$ cat src/rtl/lin_fault_pkg.sv
package lin_fault_pkg;

  typedef struct packed {
    logic dom;
    logic shrt;
  } fault_flags_t;

  function automatic logic any_flag(input fault_flags_t f);
    return f.dom | f.shrt;
  endfunction

endpackage

$ cat src/rtl/lin_dom_timer.sv
module lin_dom_timer #(
  parameter int TIMEOUT = 50_000_000
) (
  input  logic clk,
  input  logic rst,
  input  logic txd,
  output logic trip,
  output logic blk_d,
  output logic blk_q
);
  localparam int CW = $clog2(TIMEOUT + 1);
  localparam logic [CW-1:0] LAST = CW'(TIMEOUT - 1);
  localparam logic [CW-1:0] TOP  = CW'(TIMEOUT);

  logic [CW-1:0] cnt;

  // one-cycle pulse on the edge that completes the low run
  assign trip  = ~txd & (cnt == LAST);
  assign blk_d = txd ? 1'b0 : (trip | blk_q);

  always_ff @(posedge clk) begin
    if (rst) begin
      cnt   <= '0;
      blk_q <= 1'b0;
    end else begin
      blk_q <= blk_d;
      if (txd)
        cnt <= '0;
      else if (cnt != TOP)
        cnt <= cnt + 1'b1;
    end
  end

endmodule

$ cat src/rtl/lin_short_guard.sv
module lin_short_guard (
  input  logic clk,
  input  logic rst,
  input  logic txd,
  input  logic rxd,
  input  logic short_det,
  output logic blk_d,
  output logic blk_q
);
  logic rxd_q;
  logic rearm;

  assign rearm = txd & (rxd != rxd_q);
  assign blk_d = short_det | (blk_q & ~rearm);

  always_ff @(posedge clk) begin
    if (rst) begin
      rxd_q <= 1'b1;
      blk_q <= 1'b0;
    end else begin
      rxd_q <= rxd;
      blk_q <= blk_d;
    end
  end

endmodule

$ cat src/rtl/lin_fault_regs.sv
module lin_fault_regs
  import lin_fault_pkg::*;
(
  input  logic clk,
  input  logic rst,
  input  logic normal_mode,
  input  logic txd,
  input  logic short_det,
  input  logic stat_rd,
  input  logic irq_mask,
  input  logic rxonly_we,
  input  logic rxonly_wd,
  input  logic dom_trip,
  input  logic dom_blk,
  input  logic shr_blk,
  output logic tx_en,
  output logic txdom,
  output logic rxshort,
  output logic rxonly,
  output logic irq
);
  fault_flags_t flags_q, flags_d;
  logic rxonly_q, rxonly_d;
  logic tx_en_q, irq_q;

  always_comb begin
    flags_d.dom  = dom_trip  | (flags_q.dom  & ~(stat_rd & txd));
    flags_d.shrt = short_det | (flags_q.shrt & ~stat_rd);
    if (dom_trip | short_det)
      rxonly_d = 1'b1;
    else if (rxonly_we)
      rxonly_d = rxonly_wd;
    else
      rxonly_d = rxonly_q;
  end

  always_ff @(posedge clk) begin
    if (rst) begin
      flags_q  <= '0;
      rxonly_q <= 1'b0;
      tx_en_q  <= 1'b0;
      irq_q    <= 1'b0;
    end else begin
      flags_q  <= flags_d;
      rxonly_q <= rxonly_d;
      tx_en_q  <= normal_mode & ~rxonly_d & ~dom_blk & ~shr_blk;
      irq_q    <= irq_mask & any_flag(flags_d);
    end
  end

  assign tx_en   = tx_en_q;
  assign txdom   = flags_q.dom;
  assign rxshort = flags_q.shrt;
  assign rxonly  = rxonly_q;
  assign irq     = irq_q;

endmodule

$ cat src/rtl/lin_txfault_sup.sv
module lin_txfault_sup #(
  parameter int TIMEOUT = 50_000_000
) (
  input  logic clk,
  input  logic rst,
  input  logic normal_mode_i,
  input  logic txd_i,
  input  logic rxd_i,
  input  logic short_det_i,
  input  logic stat_rd_i,
  input  logic irq_mask_i,
  input  logic rxonly_we_i,
  input  logic rxonly_wd_i,
  output logic tx_en_o,
  output logic txdom_o,
  output logic rxshort_o,
  output logic rxonly_o,
  output logic irq_o
);
  logic dom_trip, dom_blk_d, dom_blk_q;
  logic shr_blk_d, shr_blk_q;

  lin_dom_timer #(.TIMEOUT(TIMEOUT)) u_dom (
    .clk   (clk),
    .rst   (rst),
    .txd   (txd_i),
    .trip  (dom_trip),
    .blk_d (dom_blk_d),
    .blk_q (dom_blk_q)
  );

  lin_short_guard u_shr (
    .clk       (clk),
    .rst       (rst),
    .txd       (txd_i),
    .rxd       (rxd_i),
    .short_det (short_det_i),
    .blk_d     (shr_blk_d),
    .blk_q     (shr_blk_q)
  );

  lin_fault_regs u_regs (
    .clk         (clk),
    .rst         (rst),
    .normal_mode (normal_mode_i),
    .txd         (txd_i),
    .short_det   (short_det_i),
    .stat_rd     (stat_rd_i),
    .irq_mask    (irq_mask_i),
    .rxonly_we   (rxonly_we_i),
    .rxonly_wd   (rxonly_wd_i),
    .dom_trip    (dom_trip),
    .dom_blk     (dom_blk_d),
    .shr_blk     (shr_blk_d),
    .tx_en       (tx_en_o),
    .txdom       (txdom_o),
    .rxshort     (rxshort_o),
    .rxonly      (rxonly_o),
    .irq         (irq_o)
  );

endmodule

$ cat config.mk
export PLATFORM = sky130hd
export DESIGN_NAME = lin_txfault_sup
export DESIGN_NICKNAME = d
export VERILOG_FILES = /design/src/rtl/lin_fault_pkg.sv /design/src/rtl/lin_dom_timer.sv /design/src/rtl/lin_short_guard.sv /design/src/rtl/lin_fault_regs.sv /design/src/rtl/lin_txfault_sup.sv
export SDC_FILE = /design/constraint.sdc
export NUM_CORES = 1
export LEC_CHECK = 0
export BUFFER_PORTS_ARGS = -buffer_cell sky130_fd_sc_hd__buf_4
export CORE_MARGIN = 5
export CORE_UTILIZATION = 37
export DETAILED_ROUTE_END_ITERATION = 16
export GPL_ROUTABILITY_DRIVEN = 0
export REMOVE_ABC_BUFFERS = 1
export SYNTH_ARGS = -nofsm -noshare
export SYNTH_HDL_FRONTEND = slang
export SYNTH_SLANG_ARGS = --single-unit
$ cat constraint.sdc
create_clock -name clk -period 2.2 [get_ports clk]
set_input_delay 0.22 -clock clk [delete_from_list [all_inputs] [get_ports clk]]
set_output_delay 0.22 -clock clk [all_outputs]
set_load 0.02 [all_outputs]
==> impl_results.rst <==
.. list-table::
   :header-rows: 1

   * - Metric
     - Value
   * - Net count of the finished layout
     - 206
   * - Power density relative to cell area
     - 619 mW/mm2
   * - Setup repair after global routing missed its margin
     - false
   * - Post-synthesis async set-or-reset flop share
     - 0
   * - DRC errors left
     - 0
   * - Final clock period utilization by the worst path
     - 0.862
   * - PortBufs
     - 14
   * - Die width
     - 74.4 um
   * - Pin count of the biggest net entering global routing
     - 28
   * - Global-route wire length before repair
     - 5290 um
   * - Min-delay worst type
     - input pin to register
   * - Share of post-route cells with drive strength above 1
     - 0.155
   * - Clock network latency to the later pin of the worst-skew pair
     - 0.28 ns
   * - CTS Sinks
     - 34
   * - Number of warnings printed during yosys synthesis
     - 0
   * - Total gr overflow
     - 0
   * - Number of enable flip-flop cells after synthesis
     - 0
   * - Critical-path top delay cell
     - sky130_fd_sc_hd__dfxtp_1
   * - Worst Skew
     - 0.00276 ns
   * - Reported max-cap violation count
     - 0
   * - Required time at the endpoint of the critical path
     - 2.41 ns
   * - Leading cell type in the layout, fill and taps excluded
     - sky130_fd_sc_hd__dfxtp_1
   * - Met2 Resource Use GR
     - 0.213
   * - Total die area
     - 0.00554 mm2
   * - Number of standard-cell rows in the floorplan
     - 23
   * - Seq cells post-synth
     - 34
   * - Type of the worst setup path
     - register to register
   * - Vertical die dimension
     - 74.4 um
   * - Number of nets still failing antenna checks after routing
     - 0
   * - DR vias/cell
     - 5.18
   * - First-iteration detailed-routing DRC count
     - 35
   * - Synth cell types
     - 33
   * - Total number of vias
     - 1263
   * - Met1 global-route usage
     - 0.143
   * - Number of global-route vias before repair
     - 1228
   * - Diodes inserted
     - 0
   * - Final setup vio count
     - 0
   * - Worst setup EP type
     - register
   * - Largest stage delay on the critical path
     - 0.41 ns
   * - Final-report max-slew violation count
     - 0
   * - Post-synthesis sequential area ratio
     - 0.443
   * - Initial Utilization
     - 0.384
   * - Crit path arrival time
     - 2.10 ns
   * - Largest fanout on the critical path
     - 6
   * - Commonest cells after routing, fill and taps aside
     - sky130_fd_sc_hd__dfxtp_1 (34), sky130_fd_sc_hd__nor2_1 (28), sky130_fd_sc_hd__buf_4 (17), sky130_fd_sc_hd__xor2_1 (12)
   * - Average detailed-routed wire length per instance
     - 12.6 um
   * - Number of placed I/O pins
     - 15
   * - Cell-by-cell trace of the critical path
     - ha_1 -> nand3_1 -> nor4_2 -> nand3_1 -> or3_1 -> a211oi_2
   * - Average cell area after synthesis
     - 8.82 um2
   * - Min setup slack post-route
     - 0.303 ns
   * - Clock-pin transition on the worst setup and hold timing paths
     - 0.06 ns
   * - Most common cell type on the critical path
     - sky130_fd_sc_hd__nand3_1
   * - Critical Path Start Type
     - register
   * - Buffer depth of the longest clock path
     - 2
   * - Number of instances in the synthesized netlist
     - 174
   * - CTS tree
     - done
   * - Post-synth design cell area
     - 0.00154 mm2
   * - Minimum clock period after layout
     - 1.90 ns
   * - Initial antenna violation count
     - 0
   * - Maximum level of the CTS H-tree
     - 2
   * - Pre-antenna DRT Iters
     - 4
   * - Outcome
     - finished clean
   * - Leakage dissipation
     - 0.000630 uW
   * - Slew at the pin closest to its max-slew limit
     - 0.306 ns
   * - FMAX
     - 527 MHz
   * - Most utilized layer in the global route result
     - met2
   * - Total negative slack
     - 0 ns
   * - Wirelength, routed
     - 3090 um
   * - Hold Fails Final Rpt
     - 0
   * - Worst-case headroom to the max-slew limit
     - 0.794
   * - Global router's overall resource usage
     - 0.125
   * - Met3 layer usage reported by global route
     - 0.0324
   * - Number of buffers created by CTS
     - 5
   * - Leading register cell type out of synthesis
     - sky130_fd_sc_hd__dfxtp_1
   * - Area of the core
     - 0.00400 mm2
   * - Largest vdd supply drop
     - 346 uV
   * - Area delta synth->final
     - 16.4%
   * - Placement Setup Slack
     - 0.316 ns
   * - Hold-fix buffers, CTS
     - 0
   * - Detail Placement HPWL
     - 2300 um
   * - Library cell used as clock root buffer
     - sky130_fd_sc_hd__clkbuf_8
   * - Gates resized, CTS repair
     - 0
   * - # Post-CTS Setup Buffers
     - 0
-- area by class of cell --
class                           instances  area (um2)
Fill cell                             399        2210
Sequential cell                        34         681
Inverter                                9        33.8
Timing Repair Buffer                   17         128
Multi-Input combinational cell        127         806
Clock buffer                            7        76.3
Tap cell                               50        62.6
-- registers in the layout, summed over array words and instances (netlist names) --
register / flops
u_shr.rxd_q: 1
u_regs.txdom: 1
u_regs.tx_en: 1
u_regs.rxonly: 1
u_regs.rxshort: 1
u_regs.irq: 1
u_shr.blk_q: 1
u_dom.cnt: 26
u_dom.blk_q: 1
-- where the power goes --
part / internal [uW] / switching (uW)
clock network: 217 / 202
logic: 26.9 / 30.0
registers: 624 / 5.24
-- metal layers --
| layer | wire length (um) | part of all wire |
|---|---|---|
| met4 | 64 | 0.021 |
| met1 | 1360 | 0.44 |
| met5 | 0 | 0 |
| met3 | 116 | 0.038 |
| met2 | 1550 | 0.50 |
-- synth_stat cells, types with 2 or more instances --
cell type / number / share of area
sky130_fd_sc_hd__nand3_1: 8 / 0.026
sky130_fd_sc_hd__nor4_2: 3 / 0.024
sky130_fd_sc_hd__nand2b_1: 2 / 0.0081
sky130_fd_sc_hd__nor3_1: 3 / 0.0098
sky130_fd_sc_hd__xor2_1: 12 / 0.068
sky130_fd_sc_hd__o21ai_1: 2 / 0.0065
sky130_fd_sc_hd__ha_1: 2 / 0.016
sky130_fd_sc_hd__and3_1: 3 / 0.012
sky130_fd_sc_hd__clkbuf_1: 4 / 0.0098
sky130_fd_sc_hd__nand2_1: 10 / 0.024
sky130_fd_sc_hd__and4_1: 5 / 0.029
sky130_fd_sc_hd__xnor2_1: 9 / 0.051
sky130_fd_sc_hd__nand4_1: 8 / 0.033
sky130_fd_sc_hd__o21ai_0: 4 / 0.013
sky130_fd_sc_hd__dfxtp_1: 34 / 0.44
sky130_fd_sc_hd__nor2_1: 28 / 0.068
sky130_fd_sc_hd__inv_1: 9 / 0.022
sky130_fd_sc_hd__a21oi_1: 10 / 0.033
sky130_fd_sc_hd__or3_1: 4 / 0.016
-- worst max-delay path, delay by kind of cell (launching register included) --
| family | cells | cell delay, ns |
|---|---|---|
| AO/OA/AOI/OAI | 1 | 0.21 |
| adder cells (fa/ha/maj) | 1 | 0.23 |
| flip-flops | 1 | 0.41 |
| AND/OR/NAND/NOR | 4 | 0.98 |
-- path summary, 6_finish.rpt --
kind | slack [ns] | from | endpoint | cells past startpoint
worst max-delay path | 0.30 | u_dom.cnt[1] | u_dom.cnt[24] | 6
worst min-delay path | 0.14 | rxd_i | u_shr.rxd_q | 2
worst max register to register | 0.30 | u_dom.cnt[1] | u_dom.cnt[24] | 6
worst min register to register | 0.47 | u_dom.blk_q | u_dom.blk_q | 2
-- per-stage QoR --
step / area [um2] / cells / total power, uW / hold slack [ns] / utilization
global placement: 1710 / 237 / 698 / 0.427 / 0.428
floorplan: 1520 / 170 / 670 / 0.289 / -
CTS: 1790 / 244 / 1120 / 0.135 / 0.447
global route: 1790 / 244 / 1150 / 0.134 / 0.447
finish: 1790 / 244 / 1110 / 0.142 / 0.447
detailed placement: 1710 / 237 / 700 / 0.428 / 0.428
-- cell families after synthesis --
logic type / after synthesis / synth area share
AOI/OAI and AO/OA: 19 / 0.0709
xor gates and xnor gates: 21 / 0.120
adders and majority gates: 2 / 0.0163
buffers and inverters: 13 / 0.0318
DFF: 34 / 0.443
muxes: 1 / 0.00652
and+or+nand+nor: 84 / 0.311
Note: power is estimated with default switching activity, not from simulation.
